### src/rtl/clkstop_pkg.sv
package clkstop_pkg;

  // Group run strobes, already synchronized, from control to datapath
  typedef struct packed {
    logic cpuGo;
    logic pciGo;
    logic allGo;
  } runStrobes_t;

  localparam int unsigned NUM_CTRL_PINS = 3;

endpackage

### src/rtl/clkstop_ctrl.sv
module clkstop_ctrl
  import clkstop_pkg::*;
#(
  parameter int SYNC_STAGES = 2
) (
  input  logic        clk,
  input  logic        rstN,
  input  logic        cpuStopN,
  input  logic        pciStopN,
  input  logic        pwrDownN,
  output runStrobes_t strobes
);

  logic [NUM_CTRL_PINS-1:0] rawN;
  logic [NUM_CTRL_PINS-1:0][SYNC_STAGES-1:0] chain;
  logic [NUM_CTRL_PINS-1:0] syncN;

  assign rawN = {pwrDownN, pciStopN, cpuStopN};

  // The chains reset to the "stopped" value, so outputs start parked
  always_ff @(posedge clk or negedge rstN) begin
    if (!rstN) begin
      chain <= '0;
    end else begin
      for (int p = 0; p < NUM_CTRL_PINS; p++) begin
        chain[p] <= {chain[p][SYNC_STAGES-2:0], rawN[p]};
      end
    end
  end

  for (genvar p = 0; p < NUM_CTRL_PINS; p++) begin : g_tap
    assign syncN[p] = chain[p][SYNC_STAGES-1];
  end

  // Power-down overrides both group stops
  assign strobes.allGo = syncN[2];
  assign strobes.cpuGo = syncN[0] & syncN[2];
  assign strobes.pciGo = syncN[1] & syncN[2];

endmodule

### src/rtl/clkstop_div.sv
module clkstop_div #(
  parameter int HALF = 2
) (
  input  logic clk,
  input  logic rstN,
  input  logic run,
  output logic clkOut
);

  localparam int CW = (HALF > 1) ? $clog2(HALF) : 1;
  localparam logic [CW-1:0] LAST = CW'(HALF - 1);

  logic [CW-1:0] cnt;
  logic          phase;

  // run is looked at only when a low phase ends, so pulses stay whole
  always_ff @(posedge clk or negedge rstN) begin
    if (!rstN) begin
      cnt   <= '0;
      phase <= 1'b0;
    end else if (cnt == LAST) begin
      cnt   <= '0;
      phase <= phase ? 1'b0 : run;
    end else begin
      cnt <= cnt + CW'(1);
    end
  end

  assign clkOut = phase;

endmodule

### src/rtl/clkstop_datapath.sv
module clkstop_datapath
  import clkstop_pkg::*;
#(
  parameter int NCPU     = 3,
  parameter int NPCI     = 6,
  parameter int CPU_HALF = 2,
  parameter int PCI_HALF = 5
) (
  input  logic                   clk,
  input  logic                   rstN,
  input  runStrobes_t            strobes,
  input  logic [NCPU+NPCI:0]     outEn,
  output logic [NCPU+NPCI:0]     outClk
);

  localparam int NOUT = NCPU + NPCI + 1;

  for (genvar i = 0; i < NOUT; i++) begin : g_out
    logic groupGo;
    if (i < NCPU) begin : g_cpu
      assign groupGo = strobes.cpuGo;
      clkstop_div #(.HALF(CPU_HALF)) u_div (
        .clk(clk), .rstN(rstN), .run(groupGo & outEn[i]), .clkOut(outClk[i])
      );
    end else if (i < NCPU + NPCI) begin : g_pci
      assign groupGo = strobes.pciGo;
      clkstop_div #(.HALF(PCI_HALF)) u_div (
        .clk(clk), .rstN(rstN), .run(groupGo & outEn[i]), .clkOut(outClk[i])
      );
    end else begin : g_free
      assign groupGo = strobes.allGo;
      clkstop_div #(.HALF(PCI_HALF)) u_div (
        .clk(clk), .rstN(rstN), .run(groupGo & outEn[i]), .clkOut(outClk[i])
      );
    end
  end

endmodule

### src/rtl/clkstop.sv
module clkstop
  import clkstop_pkg::*;
#(
  parameter int NCPU        = 3,
  parameter int NPCI        = 6,
  parameter int CPU_HALF    = 2,
  parameter int PCI_HALF    = 5,
  parameter int SYNC_STAGES = 2
) (
  input  logic                 clk,
  input  logic                 rstN,
  input  logic                 cpuStopN,
  input  logic                 pciStopN,
  input  logic                 pwrDownN,
  input  logic [NCPU+NPCI:0]   outEn,
  output logic [NCPU-1:0]      cpuClk,
  output logic [NPCI-1:0]      pciClk,
  output logic                 pciFreeClk
);

  runStrobes_t          strobes;
  logic [NCPU+NPCI:0]   outClk;

  clkstop_ctrl #(.SYNC_STAGES(SYNC_STAGES)) u_ctrl (
    .clk(clk), .rstN(rstN), .cpuStopN(cpuStopN), .pciStopN(pciStopN),
    .pwrDownN(pwrDownN), .strobes(strobes)
  );

  clkstop_datapath #(
    .NCPU(NCPU), .NPCI(NPCI), .CPU_HALF(CPU_HALF), .PCI_HALF(PCI_HALF)
  ) u_dp (
    .clk(clk), .rstN(rstN), .strobes(strobes), .outEn(outEn), .outClk(outClk)
  );

  assign cpuClk     = outClk[NCPU-1:0];
  assign pciClk     = outClk[NCPU+NPCI-1:NCPU];
  assign pciFreeClk = outClk[NCPU+NPCI];

endmodule

### config.mk
export PLATFORM = sky130hd
export DESIGN_NAME = clkstop
export DESIGN_NICKNAME = d
export VERILOG_FILES = /design/src/rtl/clkstop_pkg.sv /design/src/rtl/clkstop_ctrl.sv /design/src/rtl/clkstop_div.sv /design/src/rtl/clkstop_datapath.sv /design/src/rtl/clkstop.sv
export SDC_FILE = /design/constraint.sdc
export NUM_CORES = 1
export LEC_CHECK = 0
export BUFFER_PORTS_ARGS = -buffer_cell sky130_fd_sc_hd__buf_2
export CAP_MARGIN = 20
export CORE_AREA = 2 2 67 69
export CTS_CLUSTER_DIAMETER = 80
export DETAILED_ROUTE_END_ITERATION = 8
export DIE_AREA = 0 0 69 71
export GPL_TIMING_DRIVEN = 0
export HOLD_SLACK_MARGIN = 0.06
export PLACE_DENSITY = 0.63
export SYNTH_ARGS = -nofsm -noshare
export SYNTH_HDL_FRONTEND = slang
export SYNTH_SLANG_ARGS = --single-unit
export TNS_END_PERCENT = 1
### constraint.sdc
create_clock -name clk -period 2.6 [get_ports clk]
set_input_delay 0.52 -clock clk [delete_from_list [all_inputs] [get_ports clk]]
set_output_delay 0.52 -clock clk [all_outputs]
set_load 0.01 [all_outputs]
==> results.json, run 1 <==
{
  "outcome": "finished clean",
  "ys_seq_area_share_pct": 59.8,
  "crit_path_max_incr_delay_ps": 400,
  "topRoutingLayerUsed": "met4",
  "overflow": 0,
  "seqPwrFrac_pct": 51.7,
  "io_pins": 25,
  "multi_input_area_sq_um": 541,
  "power_mw": 1.24,
  "grt_pass1_vias": 1103,
  "die_height_microns": 71,
  "grtUsageTotal_pct": 12.0,
  "ys_ff_latch": 40,
  "rsz0062_at_grt": "no",
  "first_iter_violations": 32,
  "cts-buffers-inserted": 5,
  "hold_viol_final": 0,
  "required_ps": 2080,
  "yosys.area.top_type_share_pct": 59.8,
  "sw_frac_of_total_pct": 19.5,
  "insertedDiodeCount": 0,
  "met2_length_microns": 1340,
  "setup_viol": 0,
  "critPathArrivalTime_ps": 960,
  "ant_nets": 0,
  "synth_cells": 132,
  "cp_num_buf_inv": 2,
  "clock_path_buffers": 2,
  "final.setup.worst_slack_ps": 1120,
  "layout_min_cycle_time_ps": 1480,
  "worst-r2r-cell-count": 4,
  "wl_per_cell_microns": 12.3,
  "syn_area_sq_mm": 0.00167,
  "fillCellCount": 390,
  "cp_num_cells": 2,
  "grt_max_degree": 41,
  "critPathMaxFanout": 3,
  "place_ws_ps": 1340,
  "utilization_pct": 47.2,
  "clock_tree.root_cell": "clkbuf_8",
  "ir_drop_v": 0.000490,
  "dr_total_vias": 1025,
  "layout_commonest_cell": "dfrtp_1",
  "fin_nets": 192,
  "syn_area_per_cell_sq_um": 12.7,
  "place_inst": 208,
  "place_area_sq_mm": 0.00186,
  "cts_tree": "done",
  "cts.clk_slew.worst_paths_ps": 80,
  "crit_path_end": "pciClk[1]",
  "fin_cells": 216,
  "tightestPinTransition_ps": 847,
  "worst-r2r-setup-slack_ps": 1430,
  "r2r_end": "u_dp.g_out[9].g_free.u_div.cnt[2]",
  "numPortBuffers": 24,
  "p_sw_mw": 0.241,
  "powerDensity_mw_per_mm2": 623,
  "wl_met1_microns": 1090,
  "cts_setup_buffers": 0,
  "place.gp.congestion": 0.681,
  "clkLatencyLatePin_ps": 300,
  "drtPass1Iterations": 2,
  "critical_path_class": "reg2out",
  "p_int_mw": 0.996,
  "hp-class": "in2async",
  "fin_tns_setup_ps": 0,
  "drive_gt1_share_pct": 28.7,
  "vias_per_cell": 4.75,
  "cts_hold_buf": 0,
  "met3WireLength_microns": 145,
  "crit_path_cell_trace": "buf_4 -> buf_2",
  "ys_warn_count": 0,
  "postLayoutCellArea_sq_mm": 0.00198,
  "num_rows": 24,
  "slew_headroom_pct": 43.5,
  "drc": 0,
  "final_cell_mix": "40 x dfrtp_1, 24 x buf_2, 17 x inv_1",
  "syn_nets": 161,
  "cpMaxStageDelayCell": "dfrtp_1",
  "ctsResizeCount": 0,
  "crit_path_start": "u_dp.g_out[4].g_pci.u_div.clkOut",
  "max_cap_viol_count": 0,
  "grt_first_pass_wirelength_microns": 4550,
  "cts_max_level": 2,
  "critPathTopFamily": "flip-flops",
  "reg2reg_from": "u_dp.g_out[9].g_free.u_div.cnt[0]",
  "die-area_sq_mm": 0.00490,
  "hold-worst-slack_ps": 327,
  "core_area_sq_mm": 0.00420,
  "start_util_pct": 39.8,
  "cp-end-kind": "primary output",
  "seqCellArea_sq_mm": 0.00100,
  "skew_ps": 10.5,
  "antenna_found_initial": 0,
  "slew_violations": 0,
  "finalCritPeriodShare_pct": 56.9,
  "start_kind": "flop",
  "synth_area_leaders": "dfrtp_1 60%, ha_1 10%, o2bb2ai_1 4.7%",
  "numClockSinks": 40,
  "combPwrFrac_pct": 4.2,
  "yosys.cell_types.count": 19,
  "p_leak_nw": 1.05,
  "area_growth_syn_to_layout_pct": 18.6,
  "hpwl_microns": 1950,
  "fmax_mhz": 677,
  "die_w_microns": 69,
  "p_clk_share_pct": 44.1,
  "synth_top_cell_by_area": "dfrtp_1",
  "routed_wirelength_microns": 2650
}
## layer usage
layer / vias up / global-route usage, %
met5: - / 0
met4: 0 / 7.19
met2: 27 / 21.2
met3: 8 / 3.85
met1: 494 / 12.5
li1: 496 / -
## worst min-delay path by stage
stage	from	cells past startpoint	to
global route	cpuStopN	1	u_ctrl.chain[0]
CTS	cpuStopN	1	u_ctrl.chain[0]
global placement	u_ctrl.chain[4]	0	u_ctrl.strobes[0]
floorplan	rstN	0	u_ctrl.chain[0]
finish	rstN	1	u_dp.g_out[8].g_pci.u_div.clkOut
detailed placement	u_ctrl.chain[4]	0	u_ctrl.strobes[0]
## power groups by stage
stage	clock, mW	combinational, mW	sequential [mW]
finish	0.546	0.0520	0.639
global placement	0	0.0522	0.651
floorplan	0	0.0226	0.650
detailed placement	0	0.0539	0.651
global route	0.592	0.0591	0.640
CTS	0.565	0.0542	0.639
## kinds of logic after synthesis
group,Yosys count,share of synthesized area [%]
AO/OA/AOI/OAI,19,8.15
AND/OR/NAND/NOR,26,8.90
adder cells (fa/ha/maj),14,10.5
flip-flops,40,59.8
buffers and inverters,26,7.85
multiplexers,7,4.79
## Yosys cell counts
cell        n
ha_1       14
a21bo_2     1
o21ai_1     1
mux2_2      4
mux2_4      1
dfrtp_1    40
and2_1      1
mux2i_1     2
a21boi_0    1
nand2_1     8
nand2b_1    2
nand4_1     1
o2bb2ai_1   9
inv_1      17
buf_4       9
a21oi_1     7
nand4b_1    6
nand3b_1    3
nor2_1      5
## registers in the layout, summed over array words and instances (netlist names)
register                        count
u_dp.g_out.g_pci.u_div.clkOut       6
u_dp.g_out.g_cpu.u_div.clkOut       3
u_dp.g_out.g_pci.u_div.cnt         18
u_ctrl.chain                        5
u_ctrl.strobes                      1
u_dp.g_out.g_free.u_div.cnt         3
u_dp.g_out.g_free.u_div.clkOut      1
u_dp.g_out.g_cpu.u_div.cnt          3
## cell type report
cell class              count  area share (%)
well taps                  52            3.28
repair buffers             24            6.05
multi-input cells          66            27.2
plain buffers               9            3.40
inverters                  17            3.22
clock buffers               7            4.85
flip-flops and latches     40            50.4
clock inverters             1            1.51
Note: power is estimated with default switching activity, not from simulation.
==> inputs of run 2 (changes only) <==
--- a/config.mk
+++ b/config.mk
@@ -5,12 +5,13 @@
 export SDC_FILE = /design/constraint.sdc
 export NUM_CORES = 1
 export LEC_CHECK = 0
+export ABC_AREA = 1
 export BUFFER_PORTS_ARGS = -buffer_cell sky130_fd_sc_hd__buf_2
 export CAP_MARGIN = 20
-export CORE_AREA = 2 2 67 69
+export CORE_AREA = 2 2 68 70
 export CTS_CLUSTER_DIAMETER = 80
 export DETAILED_ROUTE_END_ITERATION = 8
-export DIE_AREA = 0 0 69 71
+export DIE_AREA = 0 0 70 72
 export GPL_TIMING_DRIVEN = 0
 export HOLD_SLACK_MARGIN = 0.06
 export PLACE_DENSITY = 0.63
==> constraint.sdc (replaced) <==
create_clock -name clk -period 1.5 [get_ports clk]
set_input_delay 0.3 -clock clk [delete_from_list [all_inputs] [get_ports clk]]
set_output_delay 0.3 -clock clk [all_outputs]
set_load 0.01 [all_outputs]
==> run 2 against run 1 <==
  * Register-to-register slack lost 920 ps
  * Critical path depth stayed put
  * Non-clock buffer count unchanged
  * Count of clock-buffer cells in the layout shrank 1
  * Critical path type unchanged
==> results.json, run 2 <==
{
  "numPortBuffers": 24,
  "critPathMaxFanout": 3,
  "reg2reg_from": "u_dp.g_out[8].g_pci.u_div.cnt[0]",
  "die-area_sq_mm": 0.00504,
  "final.setup.worst_slack_ps": 244,
  "powerDensity_mw_per_mm2": 1040,
  "die_height_microns": 72,
  "clock_tree.root_cell": "clkbuf_8",
  "numClockSinks": 40,
  "ys_seq_area_share_pct": 57.7,
  "grtUsageTotal_pct": 11.4,
  "yosys.cell_types.count": 9,
  "cp-end-kind": "primary output",
  "synth_edf_count": 0,
  "synth_area_leaders": "dfrtp_1 58%, nand2_1 11%, ha_1 10%",
  "synthXorXnorAreaFrac_pct": 0,
  "clkLatencyLatePin_ps": 290,
  "ys_ff_latch": 40,
  "synth_most_common_cell": "nand2_1",
  "hold_viol_final": 0,
  "syn_area_per_cell_sq_um": 9.18,
  "area_growth_syn_to_layout_pct": 17.7,
  "num_rows": 24,
  "ctsResizeCount": 0,
  "fin_nets": 249,
  "layout_commonest_cell": "nand2_1",
  "synth_common_cells": "49 x nand2_1, 40 x dfrtp_1, 37 x inv_1",
  "critPathArrivalTime_ps": 960,
  "hp-class": "in2async",
  "overflow": 0,
  "routed_wirelength_microns": 2430,
  "slew_violations": 0,
  "ir_drop_v": 0.000580,
  "ys.flop_type": "dfrtp_1",
  "synth_top_cell_by_area": "dfrtp_1",
  "largest_register_ffs": 18,
  "ant_nets": 0,
  "crit_path_cell_trace": "buf_4 -> buf_2",
  "io_pins": 25,
  "hpwl_microns": 1730,
  "slew_headroom_pct": 42.8,
  "synth_adder_area_share_pct": 10.1,
  "finalCritPeriodShare_pct": 83.8,
  "grt_first_pass_wirelength_microns": 4380,
  "place.gp.congestion": 0.700,
  "insertedDiodeCount": 0,
  "ys_warn_count": 0,
  "syn_nets": 218,
  "required_ps": 1200,
  "clock_path_buffers": 2,
  "antenna_found_initial": 0,
  "synthMuxAreaShare_pct": 0,
  "p_leak_nw": 1.15,
  "synth_top_family_by_area": "simple AND/OR/NAND/NOR gates",
  "syn_area_sq_mm": 0.00173,
  "start_kind": "flop",
  "grt_max_degree": 41,
  "skew_ps": 5.59,
  "yosys.area_share.simple_pct": 16.8,
  "place_ws_ps": 447,
  "start_util_pct": 40.7,
  "wl_per_cell_microns": 8.89,
  "rsz0062_at_grt": "no",
  "fin_tns_setup_ps": 0,
  "power_mw": 2.11,
  "drive_gt1_share_pct": 19.0,
  "die_w_microns": 70,
  "cts_tree": "done",
  "tightestPinTransition_ps": 858,
  "cts_max_level": 2,
  "critPathTopFamily": "flip-flops",
  "layout_min_cycle_time_ps": 1260,
  "cts-buffers-inserted": 5,
  "crit_path_max_incr_delay_ps": 410,
  "async_flop_share_pct": 100,
  "cts.clk_slew.worst_paths_ps": 80,
  "setup_viol": 0,
  "drtPass1Iterations": 3,
  "cts_setup_buffers": 0,
  "synth_cells": 189,
  "vias_per_cell": 4.05,
  "critical_path_class": "reg2out",
  "synth_compound_area_share_pct": 3.46,
  "crit_path_start": "u_dp.g_out[6].g_pci.u_div.clkOut",
  "dr_total_vias": 1107,
  "cpMaxStageDelayCell": "dfrtp_1",
  "first_iter_violations": 42,
  "top_register": "u_dp.g_out.g_pci.u_div.cnt",
  "fmax_mhz": 796,
  "cts_hold_buf": 0,
  "grt_pass1_vias": 1059,
  "core_area_sq_mm": 0.00426,
  "outcome": "finished clean",
  "drc": 0,
  "yosys.area.top_type_share_pct": 57.7,
  "max_cap_viol_count": 0,
  "cp_num_buf_inv": 2,
  "final_cell_mix": "49 x nand2_1, 40 x dfrtp_1, 37 x inv_1"
}
==> run 2: changes by cell type after synthesis, sizes merged, moves of 3 or more <==
cell / previous run / this run
nand2: 8 / 50
nor2: 5 / 27
inv: 17 / 37
o2bb2ai: 9 / 0
nand4b: 6 / 0
o21ai: 1 / 7
mux2: 5 / 0
nand3b: 3 / 0
==> run 2: layout make-up <==
| class | instances | area, sq um |
|---|---|---|
| Tap cell | 52 | 65.1 |
| Clock buffer | 6 | 82.6 |
| Sequential cell | 40 | 1000 |
| Buffer | 9 | 67.6 |
| Multi-Input combinational cell | 103 | 527 |
| Clock inverter | 2 | 38.8 |
| Fill cell | 405 | 2220 |
| Timing Repair Buffer | 24 | 120 |
| Inverter | 37 | 139 |
==> run 2: metal layers <==
layer / vias up / wire (microns) / part of all wire, % / global-route usage (%)
met1: 474 / 1190 / 49 / 13.7
met5: - / 0 / 0 / 0
met4: 0 / 55 / 2.3 / 7.05
met2: 23 / 1070 / 44 / 18.1
li1: 603 / - / - / -
met3: 7 / 118 / 4.9 / 3.61
==> run 2: through the flow <==
step / std cells / hold WS, ps / cell area (sq um) / util (%)
6_report: 273 / 107 / 2040 / 47.9
5_1_grt: 273 / 87.0 / 2040 / 47.9
4_1_cts: 273 / 93.1 / 2040 / 47.9
3_5_place_dp: 265 / 336 / 1920 / 45.0
3_3_place_gp: 265 / 335 / 1920 / 45.0
2_1_floorplan: 189 / 4.41 / 1730 / -
==> run 2: worst paths after layout <==
kind	cells after the start	slack, ps	endpoint
max	2	240	pciClk[3]
min	1	110	u_dp.g_out[6].g_pci.u_div.cnt[1]
max reg2reg	6	510	u_dp.g_out[8].g_pci.u_div.clkOut
min reg2reg	0	350	u_ctrl.chain[3]
max in group asynchronous	1	840	u_ctrl.chain[1]
min in group clk	1	110	u_ctrl.chain[4]
==> run 2: cell families after synthesis <==
kind of cell / after synthesis
AOI/OAI and AO/OA: 12
adders and majority gates: 14
buffers and inverters: 46
DFF: 40
and+or+nand+nor: 77
==> run 2: power by group <==
group,switching [mW],internal [mW]
Sequential,0.0116,1.10
Combinational,0.0517,0.0412
Clock,0.370,0.544
==> inputs of run 3 (changes only) <==
--- a/config.mk
+++ b/config.mk
@@ -14,7 +14,7 @@
 export DIE_AREA = 0 0 70 72
 export GPL_TIMING_DRIVEN = 0
 export HOLD_SLACK_MARGIN = 0.06
-export PLACE_DENSITY = 0.63
+export PLACE_DENSITY = 0.65
 export SYNTH_ARGS = -nofsm -noshare
 export SYNTH_HDL_FRONTEND = slang
 export SYNTH_SLANG_ARGS = --single-unit
==> constraint.sdc (replaced) <==
create_clock -name clk -period 1.05 [get_ports clk]
set_input_delay 0.21 -clock clk [delete_from_list [all_inputs] [get_ports clk]]
set_output_delay 0.21 -clock clk [all_outputs]
set_load 0.01 [all_outputs]
==> run 3 against run 2 <==
  * The run now ends with setup timing left
  * Sequential power increased by 42%
  * Critical path depth unchanged
  * Setup slack worse by 310 ps
  * Clock power rose by 88%
  * First-iteration DRC count is 55% higher
  * Non-clock buffer count grew 12
  * Clock skew barely moved
  * Critical path type unchanged
  * Highest routed layer unchanged
==> results.json, run 3 (synthesis results as in run 2) <==
{
  "cts_tree": "done",
  "max_cap_viol_count": 0,
  "tightestPinTransition_ps": 863,
  "required_ps": 840,
  "critical_path_class": "reg2out",
  "utilization_pct": 53.7,
  "die_w_microns": 70,
  "cts.clk_slew.worst_paths_ps": 80,
  "drc": 0,
  "powerDensity_mw_per_mm2": 1520,
  "combPwrFrac_pct": 5.3,
  "cts_max_level": 2,
  "critPathArrivalTime_ps": 900,
  "hpwl_microns": 1810,
  "die_height_microns": 72,
  "largest_register_ffs": 18,
  "cp-end-kind": "primary output",
  "routed_wirelength_microns": 2660,
  "drtPass1Iterations": 4,
  "dr_total_vias": 1216,
  "grt_pass1_vias": 1216,
  "grt_max_degree": 41,
  "rsz0062_at_grt": "yes",
  "finalCritPeriodShare_pct": 106,
  "seqPwrFrac_pct": 45.3,
  "first_iter_violations": 65,
  "worst-r2r-setup-slack_ps": 30,
  "die-area_sq_mm": 0.00504,
  "violations": "setup timing",
  "clock_path_buffers": 2,
  "numClockSinks": 40,
  "start_util_pct": 40.7,
  "setup_viol": 5,
  "area_growth_syn_to_layout_pct": 32.1,
  "start_kind": "flop",
  "p_sw_mw": 0.637,
  "final.setup.worst_slack_ps": -61.7,
  "outcome": "finished, violations left",
  "layout_min_cycle_time_ps": 1110,
  "final_cell_mix": "48 x nand2_1, 40 x dfrtp_1, 34 x inv_1",
  "crit_path_max_incr_delay_ps": 390,
  "io_pins": 25,
  "hold-worst-slack_ps": 29.1,
  "cpMaxStageDelayCell": "dfrtp_1",
  "clock_tree.root_cell": "clkbuf_8",
  "drive_gt1_share_pct": 26.6,
  "path_common_cell": "buf_6",
  "insertedDiodeCount": 0,
  "wl_per_cell_microns": 9.35,
  "crit_path_cell_trace": "buf_6 -> buf_6",
  "antenna_found_initial": 0,
  "numPortBuffers": 24,
  "p_int_mw": 2.86,
  "slew_violations": 0,
  "fin_tns_setup_ps": -283,
  "top_register": "u_dp.g_out.g_pci.u_div.cnt",
  "sw_frac_of_total_pct": 18.2,
  "overflow": 0,
  "critPathMaxFanout": 2,
  "place_ws_ps": 70.0,
  "cts-buffers-inserted": 5,
  "grtUsageTotal_pct": 12.3,
  "fin_nets": 261,
  "num_rows": 24,
  "place.gp.congestion": 0.654,
  "layout_commonest_cell": "nand2_1",
  "p_clk_share_pct": 49.3,
  "skew_ps": 5.16,
  "ir_drop_v": 0.00116,
  "p_leak_nw": 1.24,
  "ant_nets": 0,
  "hold_viol_final": 0,
  "vias_per_cell": 4.27,
  "fmax_mhz": 900,
  "slew_headroom_pct": 42.5,
  "hp-class": "in2async",
  "core_area_sq_mm": 0.00426,
  "grt_first_pass_wirelength_microns": 4840,
  "clkLatencyLatePin_ps": 290
}
-- run 3: changes by cell type in the layout (fill, tap and decap cells not counted), sizes merged --
cell,change
buf,+9
dlygate4sd3,+3
bufinv,+2
clkbuf,-1
clkinv,-1
-- run 3: critical path: cells and delay by family (launching register included) --
family,cells,cell delay [ps]
DFF,1,390
buffers and inverters,2,230
-- run 3: timing repair --
item                       CTS  global route
hold buffers                 3             0
gates resized for setup     17            13
buffers inserted             9             4
hold endpoints to repair     3             0
setup endpoints to repair    9            18
pin swaps                    0             4
-- run 3: cell type report --
cell class / count / area (sq um)
buffer: 5 / 56.3
clock buffer: 5 / 68.8
clock inverter: 3 / 90.1
fill: 388 / 1970
inverter: 37 / 139
multi-input combinational: 103 / 567
sequential: 40 / 1000
tap: 52 / 65.1
timing repair buffer: 40 / 304
-- run 3: path summary, 6_finish.rpt --
path / start / cells past startpoint / end
min in group clk: outEn[5] / 5 / u_dp.g_out[5].g_pci.u_div.clkOut
worst min register to register: u_ctrl.chain[2] / 0 / u_ctrl.chain[3]
worst max register to register: u_dp.g_out[6].g_pci.u_div.cnt[0] / 5 / u_dp.g_out[6].g_pci.u_div.cnt[2]
max in group asynchronous: rstN / 1 / u_dp.g_out[0].g_cpu.u_div.clkOut
worst min-delay path: rstN / 1 / u_dp.g_out[3].g_pci.u_div.cnt[1]
worst max-delay path: u_dp.g_out[8].g_pci.u_div.clkOut / 2 / pciClk[5]
-- run 3: through the flow --
step / power (mW) / area [sq um] / std cells
4_1_cts: 3.54 / 2250 / 284
5_1_grt: 3.61 / 2290 / 285
3_3_place_gp: 1.75 / 1920 / 265
3_5_place_dp: 1.75 / 1920 / 265
6_report: 3.49 / 2290 / 285
2_1_floorplan: 1.67 / 1730 / 189
-- run 3: power groups by stage --
stage	Clock [mW]	Combinational (mW)	Sequential (mW)
after floorplan	0	0.0603	1.61
after global placement	0	0.137	1.61
after detailed placement	0	0.140	1.61
after CTS	1.76	0.194	1.58
after global routing	1.81	0.211	1.59
final	1.72	0.187	1.58
-- run 3: layer usage --
layer,vias to the layer above,wire length [microns],GRT usage (%)
met5,-,0,0
met4,0,41,5.13
met2,21,1280,20.4
met1,558,1230,15.2
met3,6,117,3.47
li1,631,-,-
